$ cat src/rtl/i2c_seq_pkg.sv
package i2c_seq_pkg;
  localparam int BYTE_W = 8;
  localparam int CMD_N  = 5;
  localparam int STEP_W = 5;
  localparam int ACKV_BIT = 5;

  localparam logic [1:0] A_CTRL = 2'd0;
  localparam logic [1:0] A_DATA = 2'd1;
  localparam logic [1:0] A_STAT = 2'd2;
  localparam logic [1:0] A_DIV  = 2'd3;

  // command encodings equal their control bit index; TX has no bit
  typedef enum logic [2:0] {
    OP_START  = 3'd0,
    OP_RSTART = 3'd1,
    OP_STOP   = 3'd2,
    OP_RX     = 3'd3,
    OP_ACK    = 3'd4,
    OP_TX     = 3'd5
  } op_e;

  typedef struct packed {
    logic scl_rel;
    logic sda_rel;
  } lines_t;

  function automatic logic [STEP_W-1:0] last_step(op_e op);
    case (op)
      OP_START:  return STEP_W'(1);
      OP_RSTART: return STEP_W'(3);
      OP_STOP:   return STEP_W'(2);
      OP_RX:     return STEP_W'(2*BYTE_W);
      OP_ACK:    return STEP_W'(2);
      default:   return STEP_W'(2*BYTE_W+2);
    endcase
  endfunction

  function automatic logic is_bus_cond(op_e op);
    return (op == OP_START) || (op == OP_RSTART) || (op == OP_STOP);
  endfunction
endpackage

$ cat src/rtl/i2c_phase_timer.sv
module i2c_phase_timer #(
  parameter int DIV_W = 8
) (
  input  logic             clk,
  input  logic             rst_n,
  input  logic             restart,
  input  logic             run,
  input  logic [DIV_W-1:0] div,
  output logic             phase_end
);
  logic [DIV_W-1:0] cnt;

  assign phase_end = run && (cnt == '0);

  always_ff @(posedge clk or negedge rst_n) begin
    if (!rst_n) begin
      cnt <= '0;
    end else if (restart) begin
      cnt <= div;
    end else if (run) begin
      if (cnt == '0) cnt <= div;
      else           cnt <= cnt - 1'b1;
    end
  end
endmodule

$ cat src/rtl/i2c_cmd_regs.sv
module i2c_cmd_regs
  import i2c_seq_pkg::*;
#(
  parameter int DIV_W    = 8,
  parameter int DIV_INIT = 4
) (
  input  logic              clk,
  input  logic              rst_n,
  input  logic              wr_en,
  input  logic [1:0]        addr,
  input  logic [7:0]        wdata,
  input  logic              busy,
  output logic              launch,
  output op_e               launch_op,
  output logic [BYTE_W-1:0] tx_data,
  output logic              ack_val,
  output logic [DIV_W-1:0]  div,
  output logic              wcol
);
  logic             ctrl_wr, data_wr, stat_wr, div_wr, refuse;
  logic [CMD_N-1:0] cmd_req;
  op_e              pick;

  assign ctrl_wr = wr_en && (addr == A_CTRL);
  assign data_wr = wr_en && (addr == A_DATA);
  assign stat_wr = wr_en && (addr == A_STAT);
  assign div_wr  = wr_en && (addr == A_DIV);
  assign cmd_req = wdata[CMD_N-1:0];

  // lowest-numbered request wins
  always_comb begin
    pick = OP_ACK;
    for (int i = CMD_N-1; i >= 0; i--) begin
      if (cmd_req[i]) pick = op_e'(3'(i));
    end
  end

  assign refuse    = busy && (ctrl_wr || data_wr);
  assign launch    = !busy && ((ctrl_wr && (|cmd_req)) || data_wr);
  assign launch_op = data_wr ? OP_TX : pick;

  always_ff @(posedge clk or negedge rst_n) begin
    if (!rst_n) begin
      tx_data <= '0;
      ack_val <= 1'b0;
      div     <= DIV_W'(DIV_INIT);
      wcol    <= 1'b0;
    end else begin
      if (ctrl_wr && !busy) ack_val <= wdata[ACKV_BIT];
      if (data_wr && !busy) tx_data <= wdata[BYTE_W-1:0];
      if (div_wr)           div     <= wdata[DIV_W-1:0];
      if (refuse)           wcol    <= 1'b1;
      else if (stat_wr)     wcol    <= 1'b0;
    end
  end
endmodule

$ cat src/rtl/i2c_bit_engine.sv
module i2c_bit_engine
  import i2c_seq_pkg::*;
(
  input  logic              clk,
  input  logic              rst_n,
  input  logic              launch,
  input  op_e               launch_op,
  input  logic [BYTE_W-1:0] tx_data,
  input  logic              ack_val,
  input  logic              sda_in,
  input  logic              phase_end,
  output logic              busy,
  output op_e               op,
  output logic              scl_oe,
  output logic              sda_oe,
  output logic [BYTE_W-1:0] rx_data,
  output logic              ack_miss,
  output logic              irq,
  output logic              cond_active
);
  logic [STEP_W-1:0] step;
  logic [3:0]        bit_idx;
  lines_t            cur;
  logic              hold_scl_oe, hold_sda_oe;
  logic              fin, smp_ack, smp_rx;

  assign bit_idx = step[STEP_W-1:1];

  // line levels for the current step (rel = 1 means released)
  always_comb begin
    cur = '{scl_rel: 1'b0, sda_rel: 1'b1};
    case (op)
      OP_START: begin
        cur.scl_rel = (step == STEP_W'(0));
        cur.sda_rel = 1'b0;
      end
      OP_RSTART: begin
        cur.scl_rel = (step == STEP_W'(1)) || (step == STEP_W'(2));
        cur.sda_rel = (step == STEP_W'(0)) || (step == STEP_W'(1));
      end
      OP_STOP: begin
        cur.scl_rel = (step != STEP_W'(0));
        cur.sda_rel = (step == STEP_W'(2));
      end
      OP_RX: begin
        cur.scl_rel = step[0];
        cur.sda_rel = 1'b1;
      end
      OP_ACK: begin
        cur.scl_rel = step[0];
        cur.sda_rel = ack_val;
      end
      default: begin
        cur.scl_rel = step[0];
        cur.sda_rel = (bit_idx < 4'd8) ? tx_data[3'(4'd7 - bit_idx)] : 1'b1;
      end
    endcase
  end

  assign fin     = phase_end && (step == last_step(op));
  assign smp_ack = phase_end && step[0] && (op == OP_TX) && (bit_idx == 4'd8);
  assign smp_rx  = phase_end && step[0] && (op == OP_RX) && (bit_idx < 4'd8);

  assign scl_oe      = busy ? !cur.scl_rel : hold_scl_oe;
  assign sda_oe      = busy ? !cur.sda_rel : hold_sda_oe;
  assign cond_active = busy && is_bus_cond(op);

  always_ff @(posedge clk or negedge rst_n) begin
    if (!rst_n) begin
      busy        <= 1'b0;
      op          <= OP_START;
      step        <= '0;
      hold_scl_oe <= 1'b0;
      hold_sda_oe <= 1'b0;
      rx_data     <= '0;
      ack_miss    <= 1'b0;
      irq         <= 1'b0;
    end else begin
      irq <= 1'b0;
      if (launch) begin
        busy <= 1'b1;
        op   <= launch_op;
        step <= '0;
      end else if (fin) begin
        busy        <= 1'b0;
        irq         <= 1'b1;
        hold_scl_oe <= !cur.scl_rel;
        hold_sda_oe <= !cur.sda_rel;
      end else if (phase_end) begin
        step <= step + 1'b1;
      end
      if (smp_ack) ack_miss <= sda_in;
      if (smp_rx)  rx_data  <= {rx_data[BYTE_W-2:0], sda_in};
    end
  end
endmodule

$ cat src/rtl/i2c_cmd_master.sv
module i2c_cmd_master
  import i2c_seq_pkg::*;
#(
  parameter int DIV_W    = 8,
  parameter int DIV_INIT = 4
) (
  input  logic       clk,
  input  logic       rst_n,
  input  logic       reg_wr,
  input  logic [1:0] reg_addr,
  input  logic [7:0] reg_wdata,
  output logic [7:0] reg_rdata,
  output logic       scl_oe,
  output logic       sda_oe,
  input  logic       sda_in,
  output logic       irq
);
  logic              launch, busy, phase_end, ack_val, wcol, ack_miss, cond_active;
  op_e               launch_op, op;
  logic [BYTE_W-1:0] tx_data, rx_data;
  logic [DIV_W-1:0]  div;
  logic [CMD_N-1:0]  cmd_bits;

  i2c_cmd_regs #(.DIV_W(DIV_W), .DIV_INIT(DIV_INIT)) u_regs (
    .clk(clk), .rst_n(rst_n), .wr_en(reg_wr), .addr(reg_addr), .wdata(reg_wdata),
    .busy(busy), .launch(launch), .launch_op(launch_op), .tx_data(tx_data),
    .ack_val(ack_val), .div(div), .wcol(wcol)
  );

  i2c_phase_timer #(.DIV_W(DIV_W)) u_timer (
    .clk(clk), .rst_n(rst_n), .restart(launch), .run(busy), .div(div),
    .phase_end(phase_end)
  );

  i2c_bit_engine u_engine (
    .clk(clk), .rst_n(rst_n), .launch(launch), .launch_op(launch_op),
    .tx_data(tx_data), .ack_val(ack_val), .sda_in(sda_in), .phase_end(phase_end),
    .busy(busy), .op(op), .scl_oe(scl_oe), .sda_oe(sda_oe), .rx_data(rx_data),
    .ack_miss(ack_miss), .irq(irq), .cond_active(cond_active)
  );

  // command bit i reads 1 while operation i runs
  for (genvar i = 0; i < CMD_N; i++) begin : g_cmd
    assign cmd_bits[i] = busy && (op == op_e'(3'(i)));
  end

  always_comb begin
    case (reg_addr)
      A_CTRL:  reg_rdata = {2'b00, ack_val, cmd_bits};
      A_DATA:  reg_rdata = rx_data;
      A_STAT:  reg_rdata = {5'b00000, wcol, busy, ack_miss};
      default: reg_rdata = 8'(div);
    endcase
  end
endmodule

$ cat config.mk
export PLATFORM = sky130hd
export DESIGN_NAME = i2c_cmd_master
export DESIGN_NICKNAME = d
export VERILOG_FILES = /design/src/rtl/i2c_seq_pkg.sv /design/src/rtl/i2c_phase_timer.sv /design/src/rtl/i2c_cmd_regs.sv /design/src/rtl/i2c_bit_engine.sv /design/src/rtl/i2c_cmd_master.sv
export SDC_FILE = /design/constraint.sdc
export NUM_CORES = 1
export LEC_CHECK = 0
export ABC_AREA = 1
export BUFFER_PORTS_ARGS = -buffer_cell sky130_fd_sc_hd__buf_2
export CORE_MARGIN = 5
export CORE_UTILIZATION = 44
export DETAILED_ROUTE_END_ITERATION = 12
export PLACE_DENSITY_LB_ADDON = 0.25
export SLEW_MARGIN = 10
export SYNTH_ARGS = -nofsm -noshare
export SYNTH_HDL_FRONTEND = slang
export SYNTH_SLANG_ARGS = --single-unit
export TNS_END_PERCENT = 100
$ cat constraint.sdc
create_clock -name clk -period 2.2 [get_ports clk]
set_input_delay 0.44 -clock clk [delete_from_list [all_inputs] [get_ports clk]]
set_output_delay 0.44 -clock clk [all_outputs]
set_load 0.05 [all_outputs]
==> impl_metrics.env, run 1 <==
export IMPL_status="completed"
export IMPL_synth_edf_count=0
export IMPL_avgSynthCellArea_um2=7.527
export IMPL_clk_latency_ps=310
export IMPL_clock_root_buffer="clkbuf_8"
export IMPL_ys_ff_latch=47
export IMPL_crit_buf_inv=2
export IMPL_numPortBuffers=24
export IMPL_num_rows=29
export IMPL_numClockSinks=47
export IMPL_r2r_cells=9
export IMPL_vias=2545
export IMPL_cts_max_path_buffers=2
export IMPL_grt_usage_pct=17.87
export IMPL_worstPathCellList="inv_2, ha_4, nand3_4, o21ai_2, o211ai_1, o21ai_2, buf_6"
export IMPL_ys_flop_type="dfrtp_1"
export IMPL_vias_per_cell=5.162
export IMPL_grt_remaining_overflow=0
export IMPL_syn_nets=393
export IMPL_synth_most_common_cell="nand2_1"
export IMPL_r2r_end="u_engine.rx_data[3]$_DFFE_PN0P_"
export IMPL_ff2ff_setup_slack_ps=360
export IMPL_core_mm2=0.006277
export IMPL_pwr_density_cell_mw_per_mm2=495.8
export IMPL_slowest_stage="dfrtp_1"
export IMPL_worstSetupStartpointType="flop"
export IMPL_critPathRequiredTime_ps=1760
export IMPL_first_iter_violations=191
export IMPL_grt_pass1_vias=2543
export IMPL_worst_ir_drop_vdd_mv=0.3211
export IMPL_rsz0062_at_grt="yes"
export IMPL_ys_types=38
export IMPL_cts_tree="built"
export IMPL_drtAntennaViolNets=0
export IMPL_yosysTopAreaCellShare_pct=41.00
export IMPL_fin_crit_ps=2194
export IMPL_final_cell_count_no_fill=493
export IMPL_end_kind="output pin"
export IMPL_slowest_delay_ps=420
export IMPL_max_freq_ghz=0.4558
export IMPL_dp_cells=472
export IMPL_dp_worst_setup_slack_ps=110.9
export IMPL_setup_violations=0
export IMPL_multi_input_area_mm2=0.001494
export IMPL_gp_congestion=0.9004
export IMPL_synth_commonest_cells="113 x nand2_1, 46 x dfrtp_1, 39 x inv_1, 31 x nand3_1, 25 x nor2_1"
export IMPL_grt_pass1_wl_mm=12.14
export IMPL_synth_warnings=0
export IMPL_finalCritPeriodShare_pct=99.71
export IMPL_syn_cell_area_mm2=0.002808
export IMPL_worst_pin_slew_ps=610.4
export IMPL_area_delta_synth_final_pct=19.61
export IMPL_drc_errors=0
export IMPL_slew_headroom_pct=59.31
export IMPL_wl_per_cell_um=14.45
export IMPL_ys_top_cells_by_area="dfrtp_1 41%, nand2_1 15%, nand3_1 5.5%, inv_1 5.2%, nor2_1 3.3%"
export IMPL_clk_pin_slew_ps=100
export IMPL_die_x_um=89.88
export IMPL_seqCellArea_mm2=0.001182
export IMPL_nets=435
export IMPL_hpwl_mm=5.081
export IMPL_ios=25
export IMPL_synth_largest_area_cell="dfrtp_1"
export IMPL_critPathKind="reg -> out"
export IMPL_cts_max_level=2
export IMPL_final_setup_skew_ps=7.851
export IMPL_worst_path_most_repeated_cell="o21ai_2"
export IMPL_synthCells=373
export IMPL_drtPass1Iterations=4
export IMPL_start_util_pct=44.73
export IMPL_antenna_found_initial=0
export IMPL_antenna_cells=0
export IMPL_dieHeight_um=89.88
export IMPL_crit_fanout=4
export IMPL_cts_buffers=5
export IMPL_final_hold_viol_count=0
export IMPL_wirelength_mm=7.123
export IMPL_min_path_type="in -> async"
export IMPL_critPathLaunch="u_engine.step[0]$_DFFE_PN0P_"
export IMPL_grt_start_max_net_pins=48
export IMPL_drive_gt1_share_pct=27.40
export IMPL_cp_top_family="compound AO/OA/AOI/OAI gates"
export IMPL_arrival_ps=1750
export IMPL_yosysSeqAreaShare_pct=41.93
export IMPL_leakagePower_nw=1.645
export IMPL_r2r_start="u_timer.cnt[0]$_DFFE_PN0P_"
export IMPL_drv_slew=0
export IMPL_drv_cap=0
export IMPL_fin_ws_ps=6.293
export IMPL_dieArea_mm2=0.008078
export IMPL_async_reset_ff_share_pct=100.0
export IMPL_nFillCells=611
## logic make-up (layout without fill, tap and decap cells)
group / Yosys count / in the layout / synth area share [%]
compound gates: 58 / 58 / 12.92
xor+xnor: 6 / 6 / 1.872
fa+ha+maj: 6 / 6 / 2.674
buf+inv: 57 / 100 / 8.690
flops: 47 / 47 / 41.93
simple gates: 199 / 199 / 31.91
## power breakdown
group          internal [mW]  leakage (nW)  total, mW  switching, mW
clock                  0.257        0.0474      0.581          0.324
sequential             0.891         0.577      0.916         0.0246
combinational         0.0449          1.02      0.168          0.123
total                   1.19          1.65       1.67          0.472
## per-layer routing
metal / up-vias / GRT usage, % / wire length [um]
li1: 1295 / - / -
met1: 1181 / 24.44 / 3299
met2: 59 / 29.39 / 3386
met3: 10 / 3.005 / 341
met4: 0 / 4.591 / 95
met5: - / 0 / 0
## how the worst max path moves through the flow
stage	endpoint	cells after the start
finish	scl_oe	7
global route	sda_oe	10
CTS	scl_oe	6
detailed placement	scl_oe	8
global placement	scl_oe	8
floorplan	scl_oe	8
## final cells by class
type | count | area share [%]
Tap cell | 77 | 2.869
Inverter | 48 | 5.663
Clock inverter | 2 | 0.4844
Timing Repair Buffer | 44 | 8.830
Clock buffer | 6 | 2.459
Multi-Input combinational cell | 269 | 44.49
Sequential cell | 47 | 35.21
## layout by cell type, fill, tap and decap left out, drive strengths merged, types with 7 or more instances in the layout
master	netlist	routed
nand3	33	33
dfrtp	46	46
inv	46	46
o21ai	39	39
nor2	31	31
nand2	122	122
nand4	7	7
buf	7	44
## per-stage QoR
| stage | hold WS, ps | cell area (um2) | util (%) | power, mW | TNS [ps] |
|---|---|---|---|---|---|
| floorplan | 144.4 | 2811 | - | 1.025 | 0 |
| global placement | 465.0 | 3022 | 48.14 | 1.097 | 0 |
| detailed placement | 472.9 | 3022 | 48.14 | 1.100 | 0 |
| CTS | 244.0 | 3231 | 51.47 | 1.677 | -2.971 |
| global route | 264.0 | 3358 | 53.50 | 1.731 | -168.4 |
| finish | 204.4 | 3358 | 53.50 | 1.665 | 0 |
## flip-flops by register name, summed over array words and instances, names as in the netlist
name                  flops
u_timer.cnt               8
u_engine.busy             1
u_engine.op               3
u_regs.wcol               1
u_engine.irq              1
u_engine.rx_data          8
u_engine.hold_scl_oe      1
u_engine.step             5
u_regs.ack_val            1
u_regs.tx_data            8
u_regs.div                8
u_engine.hold_sda_oe      1
u_engine.ack_miss         1
## repair_timing
| action | CTS | global route |
|---|---|---|
| hold buffers | 0 | 0 |
| resized for setup | 15 | 30 |
| cloned | 0 | 0 |
| pin swaps | 4 | 11 |
| endpoints found under the setup margin | 2 | 3 |
| setup buffers | 10 | 3 |
## worst register-to-register path: stages, from the launching register on
cell     delay (ps)
dfrtp_1         400
inv_1           140
ha_1            160
nand2_1         120
nor2_8          190
nand3_4         120
nor2_2          110
nand2_2         240
nor2_1          200
a21oi_2          50
(Power assumes the default switching activity.)
==> run 2: changes to the inputs <==
SETUP_SLACK_MARGIN = 0.02   (was unset)
==> impl_metrics.env, run 2 (synthesis gave the netlist of run 1 again) <==
export IMPL_setup_violations=1
export IMPL_worst_ir_drop_vdd_mv=0.3182
export IMPL_drv_slew=0
export IMPL_max_freq_ghz=0.4497
export IMPL_ios=25
export IMPL_clock_root_buffer="clkbuf_8"
export IMPL_violations="negative setup slack"
export IMPL_r2r_start="u_timer.cnt[0]$_DFFE_PN0P_"
export IMPL_antenna_cells=0
export IMPL_grt_pass1_vias=2551
export IMPL_die_x_um=89.88
export IMPL_grt_usage_pct=18.15
export IMPL_fin_crit_ps=2224
export IMPL_cts_max_path_buffers=2
export IMPL_layout_commonest_cell="nand2_1"
export IMPL_critPathRequiredTime_ps=1760
export IMPL_dieArea_mm2=0.008078
export IMPL_holdBufCountCts=0
export IMPL_hpwl_mm=5.081
export IMPL_pwr_density_cell_mw_per_mm2=492.4
export IMPL_finalCritPeriodShare_pct=101.1
export IMPL_rsz0062_at_grt="yes"
export IMPL_slew_headroom_pct=59.48
export IMPL_dpl_cell_area_mm2=0.003022
export IMPL_numPortBuffers=24
export IMPL_drc_errors=0
export IMPL_numClockSinks=47
export IMPL_min_path_type="in -> async"
export IMPL_final_setup_skew_ps=7.800
export IMPL_critPathLaunch="u_engine.op[0]$_DFFE_PN0P_"
export IMPL_start_util_pct=44.73
export IMPL_dieHeight_um=89.88
export IMPL_worst_pin_slew_ps=607.8
export IMPL_drive_gt1_share_pct=27.34
export IMPL_clk_pin_slew_ps=100
export IMPL_cts_tree="built"
export IMPL_wl_per_cell_um=14.59
export IMPL_end_kind="output pin"
export IMPL_vias_per_cell=5.221
export IMPL_layout_common_cells="110 x nand2_1, 42 x dfrtp_1, 36 x inv_1"
export IMPL_arrival_ps=1780
export IMPL_first_iter_violations=146
export IMPL_core_mm2=0.006277
export IMPL_num_rows=29
export IMPL_clk_latency_ps=310
export IMPL_cts_max_level=2
export IMPL_leakagePower_nw=1.652
export IMPL_drtAntennaViolNets=0
export IMPL_worstSetupStartpointType="flop"
export IMPL_crit_fanout=8
export IMPL_gp_congestion=0.9004
export IMPL_grt_remaining_overflow=0
export IMPL_dp_worst_setup_slack_ps=110.9
export IMPL_wirelength_mm=7.207
export IMPL_nets=436
export IMPL_drtPass1Iterations=5
export IMPL_vias=2579
export IMPL_critPathKind="reg -> out"
export IMPL_final_hold_viol_count=0
export IMPL_final_cell_count_no_fill=494
export IMPL_tns_ps=-23.86
export IMPL_grt_start_max_net_pins=48
export IMPL_cts_buffers=5
export IMPL_status="complete, but fails checks"
export IMPL_antenna_found_initial=0
export IMPL_fin_ws_ps=-23.86
export IMPL_drv_cap=0
export IMPL_dp_cells=472
export IMPL_final_area_mm2=0.003368
export IMPL_grt_pass1_wl_mm=12.29
export IMPL_area_delta_synth_final_pct=19.96
## run 2: cell types whose count changed in the layout (fill, tap and decap cells not counted), sizes merged
cell,before,now
buf,44,45
## run 2: metrics by stage
stage                     util, %  power [mW]  hold slack (ps)
after floorplan                 -       1.025            144.4
after global placement      48.14       1.097            465.0
after detailed placement    48.14       1.100            472.9
after CTS                   51.84       1.677            244.0
after global routing        53.66       1.730            264.0
final                       53.66       1.659            208.5
## run 2: final cells by class
cell class / count / area (um2)
clock buffer: 6 / 82.58
clock inverter: 2 / 16.27
fill: 613 / 2909
inverter: 48 / 190.2
multi-input combinational: 269 / 1496
sequential: 47 / 1182
tap: 77 / 96.34
timing repair buffer: 45 / 304.0
## run 2: worst paths after layout
kind                                                   end  slack, ps  cells past startpoint
max                                                 scl_oe        -20                      9
min in group clk           u_engine.rx_data[0]$_DFFE_PN0P_        400                      3
max in group asynchronous     u_engine.step[2]$_DFFE_PN0P_       1530                      2
min reg2reg                u_engine.rx_data[5]$_DFFE_PN0P_        490                      2
max reg2reg                u_engine.rx_data[3]$_DFFE_PN0P_        370                      9
min                             u_timer.cnt[5]$_DFFE_PN0P_        210                      2
## run 2: worst max-delay path, stage by stage (launching register included)
cell      delay [ps]
dfrtp_2          490
inv_1             80
nand2_2           80
nor2_1            60
inv_1            120
nand2_1           90
o21ai_2           70
o211ai_1         160
o21ai_2          160
buf_6            170
## run 2: layer usage
layer	global-route usage (%)	part of all wire [%]
met5	0	0
met4	4.591	1.3
met3	3.005	3.8
met2	30.18	49
met1	24.60	46
## run 2: power by group
group          internal (mW)  switching [mW]  total, mW  leakage, nW
sequential             0.891          0.0248      0.916        0.577
clock                  0.257           0.317      0.575       0.0474
combinational         0.0449           0.123      0.168         1.03
total                   1.19           0.465       1.66         1.65
## run 2: what timing repair did
| item | CTS | global route |
|---|---|---|
| endpoints found under the setup margin | 3 | 4 |
| resized for setup | 18 | 27 |
| setup buffers | 10 | 4 |
| pin swaps | 5 | 9 |
==> run 3: changes to the inputs <==
CELL_PAD_IN_SITES_DETAIL_PLACEMENT = 0   (was unset)
CELL_PAD_IN_SITES_GLOBAL_PLACEMENT = 1   (was unset)
MAX_ROUTING_LAYER = met4   (was unset)
==> impl_metrics.env, run 3 (synthesis gave the netlist of run 1 again) <==
export IMPL_clk_pin_slew_ps=100
export IMPL_dieHeight_um=89.88
export IMPL_drive_gt1_share_pct=26.68
export IMPL_start_util_pct=44.73
export IMPL_nets=435
export IMPL_leakagePower_nw=1.660
export IMPL_max_freq_ghz=0.4611
export IMPL_critPathRequiredTime_ps=1760
export IMPL_use_met1_pct=25.48
export IMPL_layout_commonest_cell="nand2_1"
export IMPL_drtPass1Iterations=4
export IMPL_power_mw=1.857
export IMPL_rsz0062_at_grt="yes"
export IMPL_drv_slew=0
export IMPL_drv_cap=0
export IMPL_vias=2545
export IMPL_crit_end="sda_oe"
export IMPL_num_rows=29
export IMPL_clk_latency_ps=310
export IMPL_vias_per_cell=5.162
export IMPL_critPathLaunch="u_engine.op[1]$_DFFE_PN0P_"
export IMPL_gp_congestion=0.9108
export IMPL_wl_per_cell_um=14.62
export IMPL_antenna_cells=0
export IMPL_cts_buffers=5
export IMPL_hpwl_mm=5.408
export IMPL_end_kind="output pin"
export IMPL_r2r_end="u_engine.rx_data[3]$_DFFE_PN0P_"
export IMPL_final_setup_skew_ps=13.07
export IMPL_cts_max_path_buffers=2
export IMPL_grt_busiest_layer="met2"
export IMPL_grt_use_met2_pct=29.57
export IMPL_grt_pass1_vias=2527
export IMPL_setup_violations=0
export IMPL_worst_pin_slew_ps=467.2
export IMPL_worst_ir_drop_vdd_mv=0.3861
export IMPL_core_mm2=0.006277
export IMPL_holdBufCountCts=0
export IMPL_area_delta_synth_final_pct=20.19
export IMPL_antenna_found_initial=0
export IMPL_cts_tree="built"
export IMPL_final_area_mm2=0.003374
export IMPL_wirelength_mm=7.208
export IMPL_fin_crit_ps=2169
export IMPL_dpl_cell_area_mm2=0.003037
export IMPL_pwr_density_cell_mw_per_mm2=550.4
export IMPL_clock_root_buffer="clkbuf_8"
export IMPL_drtAntennaViolNets=0
export IMPL_die_x_um=89.88
export IMPL_crit_fanout=6
export IMPL_numPortBuffers=24
export IMPL_first_iter_violations=174
export IMPL_ios=25
export IMPL_cts_max_level=2
export IMPL_grt_util_met3_pct=2.922
export IMPL_grt_usage_pct=18.71
export IMPL_grt_remaining_overflow=0
export IMPL_grt_start_max_net_pins=20
export IMPL_critPathKind="reg -> out"
export IMPL_min_path_type="in -> async"
export IMPL_finalCritPeriodShare_pct=98.58
export IMPL_layout_common_cells="112 x nand2_1, 41 x dfrtp_1, 35 x inv_1"
export IMPL_grt_pass1_wl_mm=12.16
export IMPL_worstSetupStartpointType="flop"
export IMPL_numClockSinks=47
export IMPL_tns_ps=0
export IMPL_slew_headroom_pct=68.78
export IMPL_final_hold_viol_count=0
export IMPL_status="completed"
export IMPL_arrival_ps=1730
export IMPL_ff2ff_setup_slack_ps=350
export IMPL_r2r_cells=9
export IMPL_r2r_start="u_timer.cnt[0]$_DFFE_PN0P_"
export IMPL_dieArea_mm2=0.008078
export IMPL_drc_errors=0
## run 3: cell count changes in the layout (fill, tap and decap cells not counted), sizes merged
cell and delta:
bufinv +2, buf -1, clkbuf -1, clkinv -1
## run 3: cell type report
class	count	area [um2]
Tap cell	77	96.34
Timing Repair Buffer	44	292.8
Inverter	48	190.2
Multi-Input combinational cell	269	1475
Fill cell	608	2903
Clock inverter	3	67.56
Sequential cell	47	1184
Clock buffer	5	68.82
## run 3: worst max-delay path, stage by stage, from the launching register on
cell and delay [ps]:
dfrtp_2 470, o21ai_2 180, nand2_1 80, a31oi_1 190, nand3_1 100, nand2_1 100, nand2_1 50, nand2_1 80
buf_6 150
## run 3: metrics by stage
step	hold WS (ps)	util, %	std cells	worst slack, ps
6_report	54.56	53.76	493	31.15
5_1_grt	86.89	53.76	493	-66.70
3_3_place_gp	409.7	48.38	474	173.9
3_5_place_dp	404.9	48.38	474	127.2
2_1_floorplan	144.4	-	373	51.61
4_1_cts	58.63	52.56	491	7.712
## run 3: report_power, final
group / leakage [nW] / switching (mW) / internal, mW / total, mW
clock: 0.0644 / 0.319 / 0.453 / 0.773
combinational: 1.02 / 0.124 / 0.0457 / 0.169
sequential: 0.577 / 0.0240 / 0.891 / 0.915
total: 1.66 / 0.467 / 1.39 / 1.86
## run 3: worst min-delay path by stage
stage / start / to / slack [ps] / depth (start not counted)
final: rst_n / u_timer.cnt[6]$_DFFE_PN0P_ / 50 / 1
after global routing: rst_n / u_timer.cnt[6]$_DFFE_PN0P_ / 90 / 1
after CTS: rst_n / u_timer.cnt[6]$_DFFE_PN0P_ / 60 / 1
after detailed placement: rst_n / u_timer.cnt[6]$_DFFE_PN0P_ / 400 / 1
after global placement: rst_n / u_timer.cnt[6]$_DFFE_PN0P_ / 410 / 1
after floorplan: rst_n / u_engine.ack_miss$_DFFE_PN0P_ / 140 / 0
## run 3: timing repair
action	4_1_cts	5_1_grt
setup buffers	9	2
pin swaps	5	13
setup endpoints to repair	3	3
gates resized for setup	21	19
## run 3: metal layers
metal,vias to the layer above,share of wire (%)
met5,-,0
li1,1300,-
met2,45,46
met3,6,3.1
met1,1194,50
met4,0,0.94
